File: src/rtl/slot_cfg_pkg.sv
package slot_cfg_pkg;
  typedef struct packed {
    logic capture;   // power-up reset held: take straps
    logic reload;    // system reset held: reload window from snapshot
    logic setFail;   // system reset in automatic mode
    logic clrFail;   // hardware auto-clear on system reset release
    logic wrWin;     // software write to window register
    logic wrFail;    // software write to control register
  } ctlStrobes_t;
endpackage

File: src/rtl/slotCfgCtrl.sv
module slotCfgCtrl
  import slot_cfg_pkg::*;
#(
  parameter int ADDR_W = 1
) (
  input  logic              clk,
  input  logic              purstN,
  input  logic              sysRstN,
  input  logic              regWrEn,
  input  logic [ADDR_W-1:0] regAddr,
  input  logic              autoSlot,
  input  logic              autoClr,
  output ctlStrobes_t       strb
);
  localparam logic [ADDR_W-1:0] WIN_ADDR = ADDR_W'(0);
  localparam logic [ADDR_W-1:0] CTL_ADDR = ADDR_W'(1);

  logic sysRstQ;
  logic running;
  logic released;
  logic swOk;

  always_ff @(posedge clk) begin
    sysRstQ <= purstN ? sysRstN : 1'b1;
  end

  assign running  = purstN;
  assign released = running && sysRstN && !sysRstQ;
  assign swOk     = running && sysRstN && regWrEn;

  always_comb begin
    strb         = '0;
    strb.capture = !purstN;
    strb.reload  = running && !sysRstN;
    strb.setFail = strb.reload && autoSlot;
    strb.wrWin   = swOk && (regAddr == WIN_ADDR);
    strb.wrFail  = swOk && (regAddr == CTL_ADDR);
    strb.clrFail = released && autoSlot && autoClr && !strb.wrFail;
  end

  AST_ONE_SOURCE_FLAG: assert property (@(posedge clk) disable iff (!purstN)
    !(strb.setFail && strb.wrFail)) else $error("flag set and write together");

  AST_RELEASE_ONLY_AFTER_RESET: assert property (@(posedge clk) disable iff (!purstN)
    strb.clrFail |-> $past(!sysRstN)) else $error("auto-clear without reset");
endmodule

File: src/rtl/slotCfgPath.sv
module slotCfgPath
  import slot_cfg_pkg::*;
#(
  parameter int DATA_W   = 8,
  parameter int GA_W     = 5,
  parameter int ADDR_W   = 1,
  parameter int ASLOT_BIT = 0,
  parameter int ACLR_BIT  = 1,
  parameter int FINIT_BIT = 2,
  parameter int GEO_BIT   = 3
) (
  input  logic              clk,
  input  logic              purstN,
  input  ctlStrobes_t       strb,
  input  logic [DATA_W-1:0] strapData,
  input  logic [GA_W-1:0]   geoAddr,
  input  logic [ADDR_W-1:0] regAddr,
  input  logic [DATA_W-1:0] regWrData,
  output logic [DATA_W-1:0] regRdData,
  output logic              autoSlotQ,
  output logic              autoClrQ,
  output logic              failFlag
);
  localparam int PAD_W  = DATA_W - GA_W - 1;
  localparam int CPAD_W = DATA_W - 4;
  localparam int BASE_LO = DATA_W - GA_W;

  logic            geoEnQ;
  logic [GA_W-1:0] geoQ;
  logic            winEn;
  logic [GA_W-1:0] winBase;
  logic [GA_W-1:0] liveInv;
  logic [GA_W-1:0] snapInv;
  logic [GA_W-1:0] liveBase;
  logic [GA_W-1:0] snapBase;

  for (genvar i = 0; i < GA_W; i++) begin : g_inv
    assign liveInv[i] = ~geoAddr[i];
    assign snapInv[i] = ~geoQ[i];
  end

  assign liveBase = strapData[GEO_BIT] ? liveInv : '0;
  assign snapBase = geoEnQ ? snapInv : '0;

  always_ff @(posedge clk) begin
    if (strb.capture) begin
      geoEnQ    <= strapData[GEO_BIT];
      autoSlotQ <= strapData[ASLOT_BIT];
      autoClrQ  <= strapData[ACLR_BIT];
      geoQ      <= geoAddr;
    end
  end

  always_ff @(posedge clk) begin
    if (strb.capture) begin
      winEn   <= strapData[GEO_BIT];
      winBase <= liveBase;
    end else if (strb.reload) begin
      winEn   <= geoEnQ;
      winBase <= snapBase;
    end else if (strb.wrWin) begin
      winEn   <= regWrData[0];
      winBase <= regWrData[DATA_W-1:BASE_LO];
    end
  end

  always_ff @(posedge clk) begin
    if (strb.capture)      failFlag <= strapData[FINIT_BIT];
    else if (strb.setFail) failFlag <= 1'b1;
    else if (strb.wrFail)  failFlag <= regWrData[0];
    else if (strb.clrFail) failFlag <= 1'b0;
  end

  always_comb begin
    if (regAddr == ADDR_W'(0))
      regRdData = {winBase, {PAD_W{1'b0}}, winEn};
    else
      regRdData = {{CPAD_W{1'b0}}, geoEnQ, autoClrQ, autoSlotQ, failFlag};
  end

  AST_SNAP_FROZEN: assert property (@(posedge clk) disable iff (!purstN)
    $past(purstN) |-> $stable({geoEnQ, autoSlotQ, autoClrQ, geoQ})) else $error("snapshot moved");

  AST_RELOAD_WINDOW: assert property (@(posedge clk) disable iff (!purstN)
    strb.reload |=> (winEn == $past(geoEnQ)) && (winBase == $past(snapBase))) else $error("reload");

  AST_FAIL_SET: assert property (@(posedge clk) disable iff (!purstN)
    strb.setFail |=> failFlag) else $error("fail not set");

  AST_FLAG_FALL_CAUSE: assert property (@(posedge clk) disable iff (!purstN)
    $fell(failFlag) |-> $past(strb.clrFail || strb.wrFail)) else $error("flag fell");

  AST_AUTO_CLEAR: assert property (@(posedge clk) disable iff (!purstN)
    strb.clrFail |=> !failFlag) else $error("auto-clear missed");
endmodule

File: src/rtl/slotIdCfg.sv
module slotIdCfg
  import slot_cfg_pkg::*;
#(
  parameter int DATA_W = 8,
  parameter int GA_W   = 5,
  parameter int ADDR_W = 1
) (
  input  logic              clk,
  input  logic              purstN,
  input  logic              sysRstN,
  input  logic [DATA_W-1:0] strapData,
  input  logic [GA_W-1:0]   geoAddr,
  input  logic              regWrEn,
  input  logic [ADDR_W-1:0] regAddr,
  input  logic [DATA_W-1:0] regWrData,
  output logic [DATA_W-1:0] regRdData,
  output logic              sysFailOut
);
  ctlStrobes_t strb;
  logic autoSlot;
  logic autoClr;
  logic failFlag;

  slotCfgCtrl #(.ADDR_W(ADDR_W)) u_ctrl (
    .clk(clk), .purstN(purstN), .sysRstN(sysRstN), .regWrEn(regWrEn),
    .regAddr(regAddr), .autoSlot(autoSlot), .autoClr(autoClr), .strb(strb)
  );

  slotCfgPath #(.DATA_W(DATA_W), .GA_W(GA_W), .ADDR_W(ADDR_W)) u_path (
    .clk(clk), .purstN(purstN), .strb(strb), .strapData(strapData),
    .geoAddr(geoAddr), .regAddr(regAddr), .regWrData(regWrData),
    .regRdData(regRdData), .autoSlotQ(autoSlot), .autoClrQ(autoClr),
    .failFlag(failFlag)
  );

  assign sysFailOut = failFlag;

  AST_FAIL_HELD_IN_RESET: assert property (@(posedge clk) disable iff (!purstN)
    (!sysRstN && autoSlot) |=> sysFailOut) else $error("fail output dropped");
endmodule

File: config.mk
export PLATFORM = sky130hd
export DESIGN_NAME = slotIdCfg
export DESIGN_NICKNAME = d
export VERILOG_FILES = /design/src/rtl/slot_cfg_pkg.sv /design/src/rtl/slotCfgCtrl.sv /design/src/rtl/slotCfgPath.sv /design/src/rtl/slotIdCfg.sv
export SDC_FILE = /design/constraint.sdc
export NUM_CORES = 1
export LEC_CHECK = 0
export BUFFER_PORTS_ARGS = -buffer_cell sky130_fd_sc_hd__buf_2
export CAP_MARGIN = 20
export CORE_UTILIZATION = 44
export DETAILED_ROUTE_END_ITERATION = 6
export GPL_TIMING_DRIVEN = 0
export PLACE_DENSITY = 0.84
export SKIP_LAST_GASP = 1
export SLEW_MARGIN = 20
export SYNTH_ARGS = -nofsm -noshare
export SYNTH_HDL_FRONTEND = slang
export SYNTH_HIERARCHICAL = 1
export SYNTH_SLANG_ARGS = --single-unit
File: constraint.sdc
create_clock -name clk -period 1.7 [get_ports clk]
set_input_delay 0.34 -clock clk [delete_from_list [all_inputs] [get_ports clk]]
set_output_delay 0.34 -clock clk [all_outputs]
set_load 0.02 [all_outputs]
==> flow_metrics.env, run 1 <==
export IMPL_outcome="finished, final reports clean"
export IMPL_startpoint_type="flip-flop"
export IMPL_seq_power_share_pct=59.8
export IMPL_r2r_start="u_path/autoSlotQ"
export IMPL_wirelength_met1_um=590
export IMPL_drc_errors=0
export IMPL_cpPeakStageDelay_ps=440
export IMPL_synth_most_common_cell="edfxtp_1"
export IMPL_ys_warn_count=6
export IMPL_routed_wl_um=1340
export IMPL_die_area_sq_mm=0.00188
export IMPL_rsz0062_at_grt="false"
export IMPL_io_pins=35
export IMPL_worstHoldPathType="in -> reg"
export IMPL_wl_met2_um=687
export IMPL_cp_depth=2
export IMPL_cp_required_ps=1360
export IMPL_post_cts_buffers=0
export IMPL_finalCriticalPeriod_ps=1490
export IMPL_p_leak_uw=0.000413
export IMPL_core_area_sq_mm=0.00154
export IMPL_avgViaCountPerCell=5.47
export IMPL_synth_edf_count=15
export IMPL_synthTopCellsByArea="edfxtp_1 (60%), o221ai_1 (5.8%), or3b_1 (5.8%)"
export IMPL_clk_path_buf_depth=2
export IMPL_post_route_period_util_pct=87.7
export IMPL_relSlewSlack_pct=72.3
export IMPL_die_h_um=43.3
export IMPL_ys_top_cells_by_count="edfxtp_1 (15), o221ai_1 (5), or3b_1 (5), nor2b_1 (4)"
export IMPL_timing_fmax_mhz=670
export IMPL_power_frac_comb_pct=15.7
export IMPL_cp_arrival_ps=1150
export IMPL_switching_share_pct=24.0
export IMPL_start_util_pct=48.7
export IMPL_async_flop_share_pct=0
export IMPL_ys_seq_area_share_pct=62.7
export IMPL_syn2layout_area_growth_pct=24.8
export IMPL_pwr_share_clk_pct=24.5
export IMPL_cts_htree_levels=1
export IMPL_synth_cell_type_count=23
export IMPL_drtAntennaViolNets=0
export IMPL_reg2reg_depth=3
export IMPL_synthCells=54
export IMPL_insertion_delay_ps=280
export IMPL_syn_avg_cell_area_sq_um=13.9
export IMPL_r2r_end="u_path/failFlag"
export IMPL_drive_above_1_share_pct=43.0
export IMPL_synth_seq_cells=16
export IMPL_yosysTopAreaCellShare_pct=60.0
export IMPL_maxCapViolCount=0
export IMPL_postCtsHoldBufs=0
export IMPL_fin_skew_ps=4.94
export IMPL_worstMarginPinSlew_ps=415
export IMPL_r2r_slack_ps=370
export IMPL_wl_met3_um=47
export IMPL_cts_made_buffers=3
export IMPL_critPathSlowestCell="edfxtp_1"
export IMPL_hold_violations=0
export IMPL_grt_usage_pct=16.6
export IMPL_post_cts_resize_count=0
export IMPL_routed_top_layer="met4"
export IMPL_clk_pin_slew_ps=80
export IMPL_nets=113
export IMPL_switching_power_uw=193
export IMPL_cts_tree="yes"
export IMPL_port_buffers=28
export IMPL_end_kind="primary output"
export IMPL_cts_sinks=16
export IMPL_synth_fp_nets=80
export IMPL_holdPathStages=1
export IMPL_fin_hold_ws_ps=234
export IMPL_synth_top_area_cell="edfxtp_1"
export IMPL_netlist_area_sq_um=751
export IMPL_cts_root_buf="clkbuf_4"
export IMPL_cp_cell_sequence="mux2_2, buf_2"
export IMPL_antenna_found_initial=0
export IMPL_rows=14
export IMPL_powerDensity_mw_per_mm2=857
export IMPL_vias=558
export IMPL_drtPass1Iterations=4
export IMPL_finalMaxSlewViolations=0
export IMPL_peakVddDrop_mv=0.428
export IMPL_insertedDiodeCount=0
export IMPL_die_width_um=43.3
export IMPL_first_global_vias=492
export IMPL_min_to="u_path/autoClrQ"
export IMPL_crit_family="flip-flops"
export IMPL_wl_per_cell_um=13.2
export IMPL_setup_viol=0
export IMPL_hp_start="strapData[1]"
export IMPL_synth_flop_cell="edfxtp_1"
export IMPL_power_uw=804
export IMPL_crit_fanout=2
export IMPL_path_class="reg -> out"
export IMPL_grt_pass1_wl_um=2250
export IMPL_place_gp_congestion=0.737
export IMPL_hpwlAfterDp_um=1000
export IMPL_gr_total_overflow=0
export IMPL_grt_max_degree=12
export IMPL_crit_buf_inv=1
export IMPL_p_int_uw=610
export IMPL_initialDrtViolationCount=8
export IMPL_fin_setup_tns_ps=0
export IMPL_n_fill_cell=129
export IMPL_utilization_pct=60.8
-- layout make-up --
| type | instances | area (sq um) | area share (%) |
|---|---|---|---|
| Tap cell | 16 | 20.0 | 2.14 |
| Sequential cell | 16 | 470 | 50.2 |
| Buffer | 1 | 11.3 | 1.20 |
| Clock buffer | 3 | 22.5 | 2.40 |
| Clock inverter | 1 | 3.75 | 0.401 |
| Timing Repair Buffer | 28 | 140 | 15.0 |
| Multi-Input combinational cell | 33 | 254 | 27.1 |
| Inverter | 4 | 15.0 | 1.60 |
-- cell families after synthesis --
group                  synth area share [%]
flip-flops                             62.7
buffers and inverters                  3.50
AND/OR/NAND/NOR                        20.8
multiplexers                           3.00
AO/OA/AOI/OAI                          10.0
-- per-layer routing --
layer	up-vias	track usage, %
li1	277	-
met1	262	22.4
met2	17	25.7
met3	2	2.55
met4	0	9.09
met5	-	0
-- power groups by stage --
| stage | logic, uW | registers, uW | clock network [uW] |
|---|---|---|---|
| 4_1_cts | 128 | 481 | 203 |
| 3_3_place_gp | 124 | 488 | 0 |
| 5_1_grt | 139 | 485 | 223 |
| 6_report | 127 | 480 | 197 |
| 3_5_place_dp | 127 | 490 | 0 |
| 2_1_floorplan | 72.2 | 489 | 0 |
-- worst max-delay path by stage --
stage,endpoint,startpoint,slack [ps]
after floorplan,u_path/winBase[0],purstN,320
after global placement,u_path/winBase[1],purstN,80
after detailed placement,u_path/winBase[1],purstN,40
after CTS,regRdData[3],u_path/geoEnQ,190
after global routing,regRdData[3],u_path/geoEnQ,140
final,regRdData[3],u_path/geoEnQ,210
-- cells in the final DEF (no fill, tap or decap) --
| master | n |
|---|---|
| buf_2 | 28 |
| edfxtp_1 | 15 |
| or3b_1 | 5 |
| o221ai_1 | 5 |
| nor2b_1 | 4 |
| clkbuf_4 | 3 |
| inv_1 | 3 |
| and2_1 | 3 |
| nor2_1 | 2 |
| nand2_1 | 2 |
| clkinv_1 | 1 |
| nand2b_2 | 1 |
| inv_2 | 1 |
| nand3_1 | 1 |
| nand4_1 | 1 |
| a211oi_2 | 1 |
| dfxtp_1 | 1 |
| buf_6 | 1 |
| nand3b_4 | 1 |
| mux2_2 | 1 |
| mux2_1 | 1 |
| or3_1 | 1 |
| or4_1 | 1 |
| a21oi_1 | 1 |
| o21ai_0 | 1 |
| o311ai_1 | 1 |
-- per-stage QoR --
step                setup WS (ps)  std cells  area [sq um]
global placement             75.3         98           911
global route                  137        102           937
finish                        208        102           937
detailed placement           44.0         98           911
CTS                           195        102           937
floorplan                     325         54           751
-- flip-flops by register name (all words and copies together), names as in the netlist --
register	cells
u_path/geoEnQ	1
u_path/winBase	5
u_ctrl/sysRstQ	1
u_path/failFlag	1
u_path/autoSlotQ	1
u_path/geoQ	5
u_path/autoClrQ	1
u_path/winEn	1
-- worst register-to-register path, stage by stage, from the launching register on --
cell and delay [ps]:
edfxtp_1 410, nand4_1 130, a211oi_2 40, or4_1 510
Note: power is estimated with default switching activity, not from simulation.
==> inputs of run 2 (changes only) <==
ABC_AREA = 1   (was not set)
CORE_UTILIZATION = 45   (was 44)
PLACE_DENSITY = 0.85   (was 0.84)
==> flow_metrics.env, run 2 <==
export IMPL_hpwlAfterDp_um=1010
export IMPL_ys_warn_count=6
export IMPL_finalCriticalPeriod_ps=1330
export IMPL_peakVddDrop_mv=0.575
export IMPL_r2r_start="u_path/autoSlotQ"
export IMPL_stdcell_count=145
export IMPL_grt_max_degree=15
export IMPL_syn2layout_area_growth_pct=23.3
export IMPL_setup_slack_ps=369
export IMPL_clk_pin_slew_ps=70
export IMPL_drc_errors=0
export IMPL_layout_common_cells="buf_2 (29), nand2_1 (29), inv_1 (23)"
export IMPL_clk_path_buf_depth=2
export IMPL_antenna_found_initial=0
export IMPL_synthTopCellsByArea="edfxtp_1 (56%), nand2_1 (14%), inv_1 (11%)"
export IMPL_wl_per_cell_um=8.52
export IMPL_cts_made_buffers=3
export IMPL_synth_flop_cell="edfxtp_1"
export IMPL_synth_seq_cells=16
export IMPL_die_width_um=44.2
export IMPL_maxCapViolCount=0
export IMPL_power_uw=808
export IMPL_fin_skew_ps=8.65
export IMPL_startpoint_type="flip-flop"
export IMPL_vias=633
export IMPL_dp_cells=141
export IMPL_hold_violations=0
export IMPL_die_h_um=44.2
export IMPL_post_cts_resize_count=0
export IMPL_rows=14
export IMPL_synth_top_area_cell="edfxtp_1"
export IMPL_insertedDiodeCount=0
export IMPL_power_frac_comb_pct=16.3
export IMPL_setup_viol=0
export IMPL_switching_share_pct=24.5
export IMPL_crit_fanout=2
export IMPL_async_flop_share_pct=0
export IMPL_synth_edf_count=15
export IMPL_gr_total_overflow=0
export IMPL_avgViaCountPerCell=4.37
export IMPL_timing_fmax_mhz=751
export IMPL_path_class="reg -> out"
export IMPL_p_leak_uw=0.000534
export IMPL_post_cts_buffers=0
export IMPL_port_buffers=28
export IMPL_drtAntennaViolNets=0
export IMPL_start_util_pct=50.7
export IMPL_post_route_period_util_pct=78.3
export IMPL_die_area_sq_mm=0.00195
export IMPL_utilization_pct=62.5
export IMPL_ys_seq_area_share_pct=58.8
export IMPL_first_global_vias=541
export IMPL_switching_power_uw=198
export IMPL_cp_required_ps=1360
export IMPL_worstHoldPathType="in -> reg"
export IMPL_postCtsHoldBufs=0
export IMPL_end_kind="primary output"
export IMPL_powerDensity_mw_per_mm2=819
export IMPL_pwr_share_clk_pct=24.3
export IMPL_place_gp_congestion=0.755
export IMPL_cts_sinks=16
export IMPL_core_area_sq_mm=0.00158
export IMPL_routed_wl_um=1240
export IMPL_synth_cell_type_count=11
export IMPL_reg_top3="u_path/geoQ: 5 flops, u_path/winBase: 5 flops"
export IMPL_grt_pass1_wl_um=2170
export IMPL_grt_usage_pct=15.9
export IMPL_initialDrtViolationCount=10
export IMPL_fin_setup_tns_ps=0
export IMPL_outcome="finished, final reports clean"
export IMPL_ys_top_cells_by_count="nand2_1 (29), inv_1 (23), edfxtp_1 (15), nor2_1 (11), nand3_1 (6)"
export IMPL_syn_avg_cell_area_sq_um=8.24
export IMPL_netlist_area_sq_um=800
export IMPL_drive_above_1_share_pct=31.0
export IMPL_synth_most_common_cell="nand2_1"
export IMPL_relSlewSlack_pct=81.4
export IMPL_cp_arrival_ps=990
export IMPL_insertion_delay_ps=280
export IMPL_hp_start="strapData[1]"
export IMPL_cts_htree_levels=1
export IMPL_startpoint="u_path/geoEnQ"
export IMPL_cts_tree="yes"
export IMPL_synthCells=97
export IMPL_yosysTopAreaCellShare_pct=56.3
export IMPL_p_int_uw=610
export IMPL_worstMarginPinSlew_ps=279
export IMPL_finalMaxSlewViolations=0
export IMPL_io_pins=35
export IMPL_nets=156
export IMPL_rsz0062_at_grt="false"
export IMPL_drtPass1Iterations=6
export IMPL_pre_cts_slack_ps=134
export IMPL_synth_fp_nets=123
export IMPL_cts_root_buf="clkbuf_4"
export IMPL_seq_power_share_pct=59.4
[run 2: power by group through the flow]
stage | Sequential (uW) | Clock [uW] | Combinational [uW]
2_1_floorplan | 489 | 0 | 78.7
3_3_place_gp | 488 | 0 | 129
3_5_place_dp | 489 | 0 | 132
4_1_cts | 480 | 209 | 133
5_1_grt | 483 | 228 | 149
6_report | 480 | 197 | 131
[run 2: final cells by class]
type	instances	area [sq um]
clock buffer	4	26.3
fill	143	591
timing repair buffer	28	140
tap	16	20.0
sequential	16	470
buffer	1	5.00
multi-input combinational	54	226
inverter	26	97.6
[run 2: kinds of logic (layout without fill, tap and decap cells)]
family / after synthesis / after routing / synth area share, %
compound gates: 3 / 3 / 1.88
buf+inv: 27 / 59 / 12.8
flops: 16 / 16 / 58.8
simple gates: 51 / 51 / 26.4
[run 2: per-stage QoR]
stage / hold WS, ps / instance area [sq um]
after floorplan: 439 / 800
after global placement: 516 / 960
after detailed placement: 520 / 960
after CTS: 223 / 986
after global routing: 221 / 986
final: 234 / 986
[run 2: critical path: stages, from the launching register on]
cell and delay [ps]:
edfxtp_1 420, nand2_1 70, o21ai_0 70, buf_2 160
[run 2: layer usage]
layer / vias up / global-route usage [%] / wire, um
met2: 18 / 25.6 / 579
li1: 352 / - / -
met5: - / 0 / 0
met4: 0 / 5.45 / 8
met1: 261 / 19.6 / 584
met3: 2 / 6.12 / 64
[run 2: path summary, 6_finish.rpt]
kind                            end  slack, ps  cells past startpoint
setup / recovery       regRdData[3]        370                      3
hold / removal      u_path/autoClrQ        230                      1
setup reg to reg    u_path/failFlag        680                      6
hold reg to reg   u_path/winBase[0]        610                      3
==> inputs of run 3 (changes only) <==
CORE_UTILIZATION = 41   (was 45)
PLACE_DENSITY = 0.82   (was 0.85)
clock period = 1.2 ns   (was 1.7 ns; I/O delays follow)
==> flow_metrics.env, run 3 (synthesized netlist as in run 2, its figures left out) <==
export IMPL_stdcell_count=154
export IMPL_post_route_period_util_pct=102
export IMPL_powerDensity_mw_per_mm2=1150
export IMPL_die_area_sq_mm=0.00213
export IMPL_cts_tree="yes"
export IMPL_antenna_found_initial=0
export IMPL_io_pins=35
export IMPL_setup_slack_ps=-20.7
export IMPL_cp_arrival_ps=980
export IMPL_port_buffers=28
export IMPL_fin_skew_ps=4.29
export IMPL_die_h_um=46.2
export IMPL_maxCapViolCount=0
export IMPL_relSlewSlack_pct=80.7
export IMPL_avgViaCountPerCell=4.34
export IMPL_end_kind="primary output"
export IMPL_vias=669
export IMPL_rows=15
export IMPL_min_to="u_path/autoSlotQ"
export IMPL_hp_start="strapData[0]"
export IMPL_layout_commonest_cell="nand2_1"
export IMPL_cts_sinks=16
export IMPL_violations="negative setup slack"
export IMPL_outcome="complete, but fails checks"
export IMPL_startpoint_type="flip-flop"
export IMPL_multi_input_area_sq_um=229
export IMPL_r2r_slack_ps=60
export IMPL_reg2reg_depth=6
export IMPL_start_util_pct=44.8
export IMPL_r2r_end="u_path/failFlag"
export IMPL_initialDrtViolationCount=17
export IMPL_post_cts_buffers=0
export IMPL_dp_cells=150
export IMPL_timing_fmax_mhz=819
export IMPL_insertedDiodeCount=0
export IMPL_cp_cell_sequence="nand2_1, o21ai_1, buf_4"
export IMPL_hpwlAfterDp_um=1130
export IMPL_grt_max_degree=15
export IMPL_crit_fanout=2
export IMPL_routed_wl_um=1420
export IMPL_utilization_pct=56.8
export IMPL_hold_violations=0
export IMPL_cp_required_ps=960
export IMPL_drive_above_1_share_pct=31.8
export IMPL_grt_pass1_wl_um=2190
export IMPL_fin_hold_ws_ps=136
export IMPL_drtPass1Iterations=4
export IMPL_ff_latch_area_sq_um=470
export IMPL_setup_viol=1
export IMPL_crit_family="flip-flops"
export IMPL_cts_made_buffers=3
export IMPL_worstHoldPathType="in -> reg"
export IMPL_first_global_vias=595
export IMPL_worstMarginPinSlew_ps=289
export IMPL_syn2layout_area_growth_pct=26.8
export IMPL_core_area_sq_mm=0.00178
export IMPL_cpPeakStageDelay_ps=410
export IMPL_wl_per_cell_um=9.21
export IMPL_p_leak_uw=0.000537
export IMPL_postCtsHoldBufs=0
export IMPL_insertion_delay_ps=280
export IMPL_reg_top3="u_path/geoQ: 5 flops, u_path/winBase: 5 flops"
export IMPL_cts_htree_levels=1
export IMPL_path_class="reg -> out"
export IMPL_finalCriticalPeriod_ps=1220
export IMPL_grt_usage_pct=15.0
export IMPL_rsz0062_at_grt="true"
export IMPL_place_gp_congestion=0.760
export IMPL_fin_setup_tns_ps=-20.7
export IMPL_peakVddDrop_mv=0.632
export IMPL_cts_root_buf="clkbuf_4"
export IMPL_drtAntennaViolNets=0
export IMPL_gr_total_overflow=0
export IMPL_crit_buf_inv=1
export IMPL_holdPathStages=1
export IMPL_critPathSlowestCell="edfxtp_1"
export IMPL_drc_errors=0
export IMPL_nets=156
export IMPL_n_fill_cell=167
export IMPL_r2r_start="u_path/autoSlotQ"
export IMPL_layout_common_cells="nand2_1 (28), buf_2 (25), inv_1 (23)"
export IMPL_clk_pin_slew_ps=90
export IMPL_clk_path_buf_depth=2
export IMPL_finalMaxSlewViolations=0
export IMPL_die_width_um=46.2
run 3: cell count changes in the layout (fill, tap and decap cells not counted):
| cell | before | now |
|---|---|---|
| buf_4 | 0 | 3 |
| clkbuf_1 | 1 | 0 |
| nand2_2 | 0 | 1 |
| o21ai_0 | 2 | 0 |
| clkinv_1 | 0 | 1 |
| buf_2 | 29 | 25 |
| o21ai_1 | 0 | 2 |
| nand2_1 | 29 | 28 |
| buf_6 | 0 | 1 |
run 3: how the worst max path moves through the flow:
stage                              to  cells after the start           from  slack, ps
detailed placement  u_path/winBase[3]                      5         purstN       -250
global route             regRdData[3]                      3  u_path/geoEnQ        -90
finish                   regRdData[3]                      3  u_path/geoEnQ        -20
global placement    u_path/winBase[3]                      5         purstN       -220
CTS                      regRdData[3]                      3  u_path/geoEnQ        -30
floorplan           u_path/winBase[0]                      4         purstN         70
run 3: report_power, final:
group          total (uW)  internal [uW]  leakage [uW]  switching (uW)
clock                 287            120     0.0000154             167
combinational         198           77.6      0.000362             120
sequential            680            665      0.000159            14.5
run 3: per-layer routing:
layer / up-vias / track usage (%) / share of wire, %
met1: 290 / 16.1 / 42
met4: 0 / 12.4 / 4.0
met5: - / 0 / 0
met3: 6 / 1.18 / 2.4
li1: 355 / - / -
met2: 18 / 26.5 / 51
run 3: area by class of cell:
class | count | area share [%]
flip-flops and latches | 16 | 46.4
multi-input cells | 54 | 22.6
repair buffers | 28 | 15.2
inverters | 26 | 9.63
well taps | 25 | 3.09
clock buffers | 3 | 2.22
plain buffers | 1 | 0.494
clock inverters | 1 | 0.370
run 3: per-stage QoR:
step,total power [uW],cell area [sq um],setup WS [ps]
6_report,1170,1010,-20.7
5_1_grt,1230,1010,-88.7
4_1_cts,1170,997,-29.6
3_5_place_dp,882,971,-251
3_3_place_gp,873,971,-223
2_1_floorplan,805,800,67.1
run 3: repair_timing:
item,in CTS,in global routing
endpoints found under the hold margin,0,0
pin swaps,2,5
resized for setup,1,7
setup endpoints to repair,3,11
